==> config.mk <==
export PLATFORM = sky130hd
export DESIGN_NAME = daisy_shift_port
export DESIGN_NICKNAME = d
export VERILOG_FILES = /design/src/rtl/dsp_pkg.sv /design/src/rtl/dsp_sync.sv /design/src/rtl/dsp_edge.sv /design/src/rtl/dsp_shifter.sv /design/src/rtl/dsp_frame.sv /design/src/rtl/daisy_shift_port.sv
export SDC_FILE = /design/constraint.sdc
export NUM_CORES = 1
export LEC_CHECK = 0
export BUFFER_PORTS_ARGS = -buffer_cell sky130_fd_sc_hd__buf_2
export CORE_ASPECT_RATIO = 1.75
export CORE_MARGIN = 2
export CORE_UTILIZATION = 48
export DETAILED_ROUTE_END_ITERATION = 10
export PLACE_DENSITY = 0.72
export SLEW_MARGIN = 15
export SYNTH_ARGS = -nofsm -noshare
export SYNTH_HDL_FRONTEND = slang
export SYNTH_SLANG_ARGS = --single-unit
==> constraint.sdc <==
create_clock -name clk -period 1.5 [get_ports clk]
set_clock_uncertainty 0.05 [all_clocks]
set_input_delay 0.3 -clock clk [delete_from_list [all_inputs] [get_ports clk]]
set_output_delay 0.3 -clock clk [all_outputs]
set_load 0.1 [all_outputs]
==> src/rtl/dsp_pkg.sv <==
package dsp_pkg;
  typedef enum logic {
    LAUNCH_FALL = 1'b0,
    LAUNCH_RISE = 1'b1
  } launch_e;

  localparam int PIN_SCLK = 2;
  localparam int PIN_CSN  = 1;
  localparam int PIN_DIN  = 0;
  localparam int PIN_CNT  = 3;
endpackage

==> src/rtl/dsp_sync.sv <==
module dsp_sync #(
  parameter int              WIDTH   = 3,
  parameter int              STAGES  = 2,
  parameter logic [WIDTH-1:0] RST_VAL = '0
) (
  input  logic             clk,
  input  logic             rst_n,
  input  logic [WIDTH-1:0] d,
  output logic [WIDTH-1:0] q
);
  logic [STAGES-1:0][WIDTH-1:0] stg_q;
  logic [STAGES-1:0][WIDTH-1:0] stg_n;

  generate
    if (STAGES == 1) begin : g_one
      always_comb stg_n = d;
    end else begin : g_many
      always_comb stg_n = {stg_q[STAGES-2:0], d};
    end
  endgenerate

  always_ff @(posedge clk or negedge rst_n) begin
    if (!rst_n) stg_q <= {STAGES{RST_VAL}};
    else        stg_q <= stg_n;
  end

  assign q = stg_q[STAGES-1];
endmodule

==> src/rtl/dsp_edge.sv <==
module dsp_edge (
  input  logic clk,
  input  logic rst_n,
  input  logic sclk_s,
  input  logic csn_s,
  output logic sclk_rise,
  output logic sclk_fall,
  output logic cs_rise
);
  logic sclk_d, csn_d;

  always_ff @(posedge clk or negedge rst_n) begin
    if (!rst_n) begin
      sclk_d <= 1'b0;
      csn_d  <= 1'b1;
    end else begin
      sclk_d <= sclk_s;
      csn_d  <= csn_s;
    end
  end

  assign sclk_rise = sclk_s & ~sclk_d;
  assign sclk_fall = ~sclk_s & sclk_d;
  assign cs_rise   = csn_s & ~csn_d;
endmodule

==> src/rtl/dsp_shifter.sv <==
module dsp_shifter
  import dsp_pkg::*;
#(
  parameter int WORD_W = 16
) (
  input  logic              clk,
  input  logic              rst_n,
  input  logic              shift_en,
  input  logic              fall_en,
  input  logic              bit_in,
  input  launch_e           mode,
  input  logic              hold,
  output logic [WORD_W-1:0] sh_q,
  output logic              dout
);
  localparam int TOP = WORD_W - 1;

  logic [WORD_W-1:0] sh_n;
  logic              dout_n;

  always_comb begin
    sh_n = sh_q;
    if (shift_en) sh_n = {sh_q[TOP-1:0], bit_in};
  end

  always_comb begin
    dout_n = dout;
    if (!hold) begin
      if (mode == LAUNCH_RISE && shift_en)     dout_n = sh_q[TOP-1];
      else if (mode == LAUNCH_FALL && fall_en) dout_n = sh_q[TOP];
    end
  end

  always_ff @(posedge clk or negedge rst_n) begin
    if (!rst_n) begin
      sh_q <= '0;
      dout <= 1'b0;
    end else begin
      sh_q <= sh_n;
      dout <= dout_n;
    end
  end
endmodule

==> src/rtl/dsp_frame.sv <==
module dsp_frame #(
  parameter int WORD_W = 16
) (
  input  logic              clk,
  input  logic              rst_n,
  input  logic              cs_rise,
  input  logic [WORD_W-1:0] sh_q,
  output logic [WORD_W-1:0] word_q,
  output logic              word_stb
);
  logic [WORD_W-1:0] word_n;

  always_comb begin
    word_n = word_q;
    if (cs_rise) word_n = sh_q;
  end

  always_ff @(posedge clk or negedge rst_n) begin
    if (!rst_n) begin
      word_q   <= '0;
      word_stb <= 1'b0;
    end else begin
      word_q   <= word_n;
      word_stb <= cs_rise;
    end
  end
endmodule

==> src/rtl/daisy_shift_port.sv <==
module daisy_shift_port
  import dsp_pkg::*;
#(
  parameter int WORD_W      = 16,
  parameter int SYNC_STAGES = 2
) (
  input  logic              clk,
  input  logic              rst_n,
  input  logic              sclk,
  input  logic              cs_n,
  input  logic              din,
  input  logic              mode_rise,
  input  logic              hold,
  output logic              dout,
  output logic [WORD_W-1:0] word_q,
  output logic              word_stb
);
  localparam logic [PIN_CNT-1:0] PIN_RST = (1 << PIN_CSN);

  logic [PIN_CNT-1:0] pins_raw, pins_s;
  logic               sclk_rise, sclk_fall, cs_rise;
  logic               cs_s, din_s, shift_en, fall_en;
  logic [WORD_W-1:0]  sh_q;
  launch_e            mode;

  always_comb begin
    pins_raw           = '0;
    pins_raw[PIN_SCLK] = sclk;
    pins_raw[PIN_CSN]  = cs_n;
    pins_raw[PIN_DIN]  = din;
  end

  dsp_sync #(.WIDTH(PIN_CNT), .STAGES(SYNC_STAGES), .RST_VAL(PIN_RST)) u_sync (
    .clk(clk), .rst_n(rst_n), .d(pins_raw), .q(pins_s)
  );

  assign cs_s  = pins_s[PIN_CSN];
  assign din_s = pins_s[PIN_DIN];

  dsp_edge u_edge (
    .clk(clk), .rst_n(rst_n),
    .sclk_s(pins_s[PIN_SCLK]), .csn_s(cs_s),
    .sclk_rise(sclk_rise), .sclk_fall(sclk_fall), .cs_rise(cs_rise)
  );

  assign shift_en = sclk_rise & ~cs_s;
  assign fall_en  = sclk_fall & ~cs_s;
  assign mode     = launch_e'(mode_rise);

  dsp_shifter #(.WORD_W(WORD_W)) u_shift (
    .clk(clk), .rst_n(rst_n), .shift_en(shift_en), .fall_en(fall_en),
    .bit_in(din_s), .mode(mode), .hold(hold), .sh_q(sh_q), .dout(dout)
  );

  dsp_frame #(.WORD_W(WORD_W)) u_frame (
    .clk(clk), .rst_n(rst_n), .cs_rise(cs_rise), .sh_q(sh_q),
    .word_q(word_q), .word_stb(word_stb)
  );
endmodule

; Word level (Yosys, flattened, before mapping)
; Cells that the tools add are included.
[word_totals]
reg_bits = 42
inputBits = 7
output_inout_bits = 18
wordCells = 25
[op_classes]
muxes = 2
n_bitwise = 11
n_reduce_logical = 4
[ops]
columns = operator, n
row1 = $not A1 Y1, 6
row2 = $and A1 B1 Y1, 5
row3 = $logic_and A1 B1 Y1, 2
row4 = $mux W1, 2
row5 = $reduce_and A2 Y1, 1
row6 = $reduce_bool A2 Y1, 1

; Depth between registers and ports, before layout
[logic_depth]
word_depth = 6
ltp_mapped = 4
mapped_depth_nobuf = 3

; By module
; A second synthesis with hierarchy kept.
[hier_totals]
cells_unflattened = 88
area_unflattened_um2 = 1622.8
[by_module_without_submodules]
columns = mod, n_inst, cells_each, area_per_inst_um2, seq_area_each_um2
row1 = dsp_shifter, 1, 40, 710.7, 425.4
row2 = dsp_frame, 1, 35, 674.4, 425.4
row3 = dsp_sync, 1, 6, 152.6, 152.6
row4 = dsp_edge, 1, 5, 72.6, 51.3
row5 = daisy_shift_port, 1, 2, 12.5, 0.0

; Worst setup path before layout
; Ideal clock, no wire load.
[synth_path]
kind = reg-to-reg
from = register u_edge.csn_d
to = register u_frame.word_q[0]
setup_ns = 0.126
arrival_ns = 1.297
required_time_ns = 1.324
path_slack_ns = 0.027
stages_incl_launch_ff = 5
n_path_buf = 2
synth_period_minus_slack_ns = 1.473
path_cell_list = dfstp_2 -> nand2b_1 -> buf_2 -> buf_2 -> mux2_2
[synth_via]
elab_chain_len = 2
[synth_rtl]
columns = item, line_no
row1 = start: declaration, dsp_edge.sv:10  ; logic sclk_d, csn_d;
row2 = start signal: assignment, dsp_edge.sv:18  ; csn_d <= csn_s;
row3 = $not A1 Y1, dsp_edge.sv:24  ; assign cs_rise = csn_s & ~csn_d;
row4 = $and A1 B1 Y1, dsp_edge.sv:24
row5 = end signal: assignment, dsp_frame.sv:23  ; word_q <= word_n;
row6 = end: declaration, dsp_frame.sv:8  ; output logic [WORD_W-1:0] word_q,
; Every way passes these cells.
; A chain may end at the register's enable or synchronous reset.

; Worst setup path after layout
[layout_path]
from = register u_edge.sclk_d
to = register u_shift.dout
[layout_via]
elab_chain_len = 6
word_cells_on_any_way = 10
cone_classes = 1 x mux / 5 x bitwise / 4 x reduce/logical
[layout_rtl]
columns = item, line_no
row1 = start: declaration, dsp_edge.sv:10
row2 = start signal: assignment, dsp_edge.sv:17  ; sclk_d <= sclk_s;
row3 = $not A1 Y1, dsp_edge.sv:22  ; assign sclk_rise = sclk_s & ~sclk_d;
row4 = $and A1 B1 Y1, dsp_edge.sv:22
row5 = $and A1 B1 Y1, daisy_shift_port.sv:46  ; assign shift_en = sclk_rise & ~cs_s;
row6 = $logic_and A1 B1 Y1, dsp_shifter.sv:29  ; if (mode == LAUNCH_RISE && shift_en) dout_n = sh_q[TOP-1];
row7 = $reduce_bool A2 Y1 (no source line), -
row8 = $reduce_and A2 Y1 (no source line), -
row9 = end signal: assignment, dsp_shifter.sv:40  ; dout <= dout_n;
row10 = end: declaration, dsp_shifter.sv:14  ; output logic dout
; Several ways; a longest one is shown, not always the timed one.

==> results_dict.tcl <==
set metrics [dict create \
    syn-cell-area_sq_um 1520 \
    nFillCells 233 \
    final_cell_mix "dfrtp_1 (39), mux2_2 (32), buf_2 (24)" \
    die_h_microns 78.5 \
    cts.clk_slew.worst_paths_ns 0.07 \
    muxShareOfSynthArea 0.251 \
    die_area_sq_um 3660 \
    via_per_inst 4.91 \
    period_needed_ns 1.49 \
    rows 27 \
    gp_congestion 0.676 \
    pwr-share-clk 0.242 \
    crit_fanout 4 \
    hold_class "in -> reg" \
    period_share 0.993 \
    synth_compound_area_frac 0.00822 \
    ir_worst_vdd_v 0.00182 \
    rsz0062_at_grt "true" \
    cp.required_ns 1.63 \
    syn_area_per_cell_sq_um 17.7 \
    syn_nets 93 \
    final_nets 127 \
    cts_htree_levels 2 \
    cpPeakStageDelay_ns 0.42 \
    dp_hpwl_mm 1.58 \
    maxCapViolations 0 \
    p_sw_mw 1.40 \
    vias 806 \
    antenna_found_initial 0 \
    seqPwrFrac 0.421 \
    clk_latency_ns 0.29 \
    wl_per_cell_microns 13.7 \
    internal-power_mw 2.12 \
    clockRootBuffer "clkbuf_8" \
    place_area_sq_um 1750 \
    critPathCaptureType "flip-flop" \
    setup_slack_ns 0.0102 \
    worstHoldStart "cs_n" \
    yosysWarnings 0 \
    cts_made_buffers 5 \
    criticalPathCategory "reg -> reg" \
    diodes 0 \
    drt_iter0_drc 7 \
    grt_remaining_overflow 0 \
    preCtsSetupSlack_ns -0.0880 \
    worstPathArrival_ns 1.62 \
    portBuffers 24 \
    synth_top_family_by_area "multiplexers" \
    synthXorXnorAreaFrac 0 \
    syn-instance-count 86 \
    p_leak_nw 0.955 \
    power_frac_comb 0.337 \
    r2r_cells 3 \
    crit_family "flip-flops" \
    final_area_sq_um 1890 \
    grtUsageTotal 0.152 \
    slowest_stage "dfrtp_1" \
    status "finished clean" \
    synth-adder-area-share 0 \
    core_region_area_sq_um 3070 \
    yosysSeqAreaShare 0.693 \
    crit_buf_inv 0 \
    crit_path_start "u_edge.sclk_d" \
    cp_cell_sequence "or3b_1, a211oi_2, mux2_4" \
    first_pass_iters 3 \
    wl_mm 2.24 \
    rr_startpoint "u_edge.sclk_d" \
    power_density_nw_per_um2 1860 \
    drcViolationCount 0 \
    hold_viol 0 \
    area_growth_pct 24.3 \
    grt_max_degree 43 \
    synthSimpleGateAreaFrac 0.0337 \
    cts_sinks 42 \
    start_kind "flip-flop" \
    initial_core_util 0.495 \
    yosys_register_bits 42 \
    fin_tns_setup_ns 0 \
    relSlewSlack 0.678 \
    boundaryPins 25 \
    ant_nets 0 \
    cp.depth 3 \
    die_w_microns 46.6 \
    drv_slew 0 \
    multiInputGateArea_sq_um 469 \
    hold_depth 1 \
    max_freq_mhz 671 \
    clk_path_buf_depth 2 \
    drive_above_1_share 0.620 \
    post_cts_buffers 0 \
    cts_tree "built" \
    switching_share 0.398 \
    setup_viol 0 \
    grt_pass1_vias 851 \
    r2r_setup_slack_ns 0.01 \
    synth_cell_types 12 \
    grt_pass1_wl_mm 3.86 \
    tightest_slew_ns 0.487 \
    regArea_sq_um 1050 \
    final_common_cell "dfrtp_1" \
]
power by group through the flow:
stage	clock network (mW)	logic [mW]	registers, mW
finish	0.850	1.18	1.48
global route	0.919	1.22	1.51
CTS	0.883	1.19	1.48
detailed placement	0	1.19	1.50
global placement	0	1.17	1.49
floorplan	0	0.217	2.24
stage by stage:
step	hold WS (ns)	utilization	cells	power (mW)
6_report	0.0536	0.616	164	3.51
5_1_grt	0.0435	0.616	164	3.65
4_1_cts	0.0417	0.612	164	3.56
3_5_place_dp	0.238	0.571	155	2.69
3_3_place_gp	0.234	0.571	155	2.66
2_1_floorplan	-0.0456	-	86	2.46
repair_timing:
action / in CTS / in global routing
resized for setup: 2 / 2
endpoints found under the hold margin: 39 / 0
hold buffers: 1 / 0
pin swaps: 0 / 1
setup endpoints to repair: 1 / 17
cloned: 0 / 0
per-layer routing:
metal  vias up  share of wire  GRT usage
met5         -              0          0
met4         0          0.028     0.0771
met3         6          0.045     0.0552
met2        21           0.54      0.250
met1       412           0.38      0.162
li1        367              -          -
final cells by class:
cell class | count | area share
clock inverter | 1 | 0.0159
multi-input combinational | 40 | 0.248
sequential | 42 | 0.557
clock buffer | 7 | 0.0403
tap | 43 | 0.0284
inverter | 1 | 0.00198
timing repair buffer | 30 | 0.108
cell families after synthesis:
family	Yosys count
flops	42
mux	34
simple gates	5
buf+inv	4
compound gates	1
cells in the mapped netlist:
cell type  count  share of area
nor4bb_1       1         0.0066
nor3b_4        1          0.012
buf_4          1         0.0049
or3b_1         1         0.0058
buf_2          2         0.0066
dfrtp_1       39           0.64
mux2_2        34           0.25
inv_1          1         0.0025
dfstp_2        3          0.052
nand3b_1       1         0.0049
nand2b_1       1         0.0041
a211oi_2       1         0.0082
flip-flops by register name, summed over array words and instances, names as in the netlist:
register          cells
u_edge.csn_d          1
u_sync.stg_n          3
u_edge.sclk_d         1
u_shift.sh_q         16
u_frame.word_stb      1
u_shift.dout          1
u_sync.q              3
u_frame.word_q       16
path summary, 6_finish.rpt:
path / to
setup reg to reg: u_shift.dout
min in group asynchronous: u_frame.word_stb
max in group asynchronous: u_sync.stg_n[4]
setup / recovery: u_shift.dout
hold / removal: u_sync.stg_n[4]
hold reg to reg: u_sync.q[2]
Note: power is estimated with default switching activity, not from simulation.
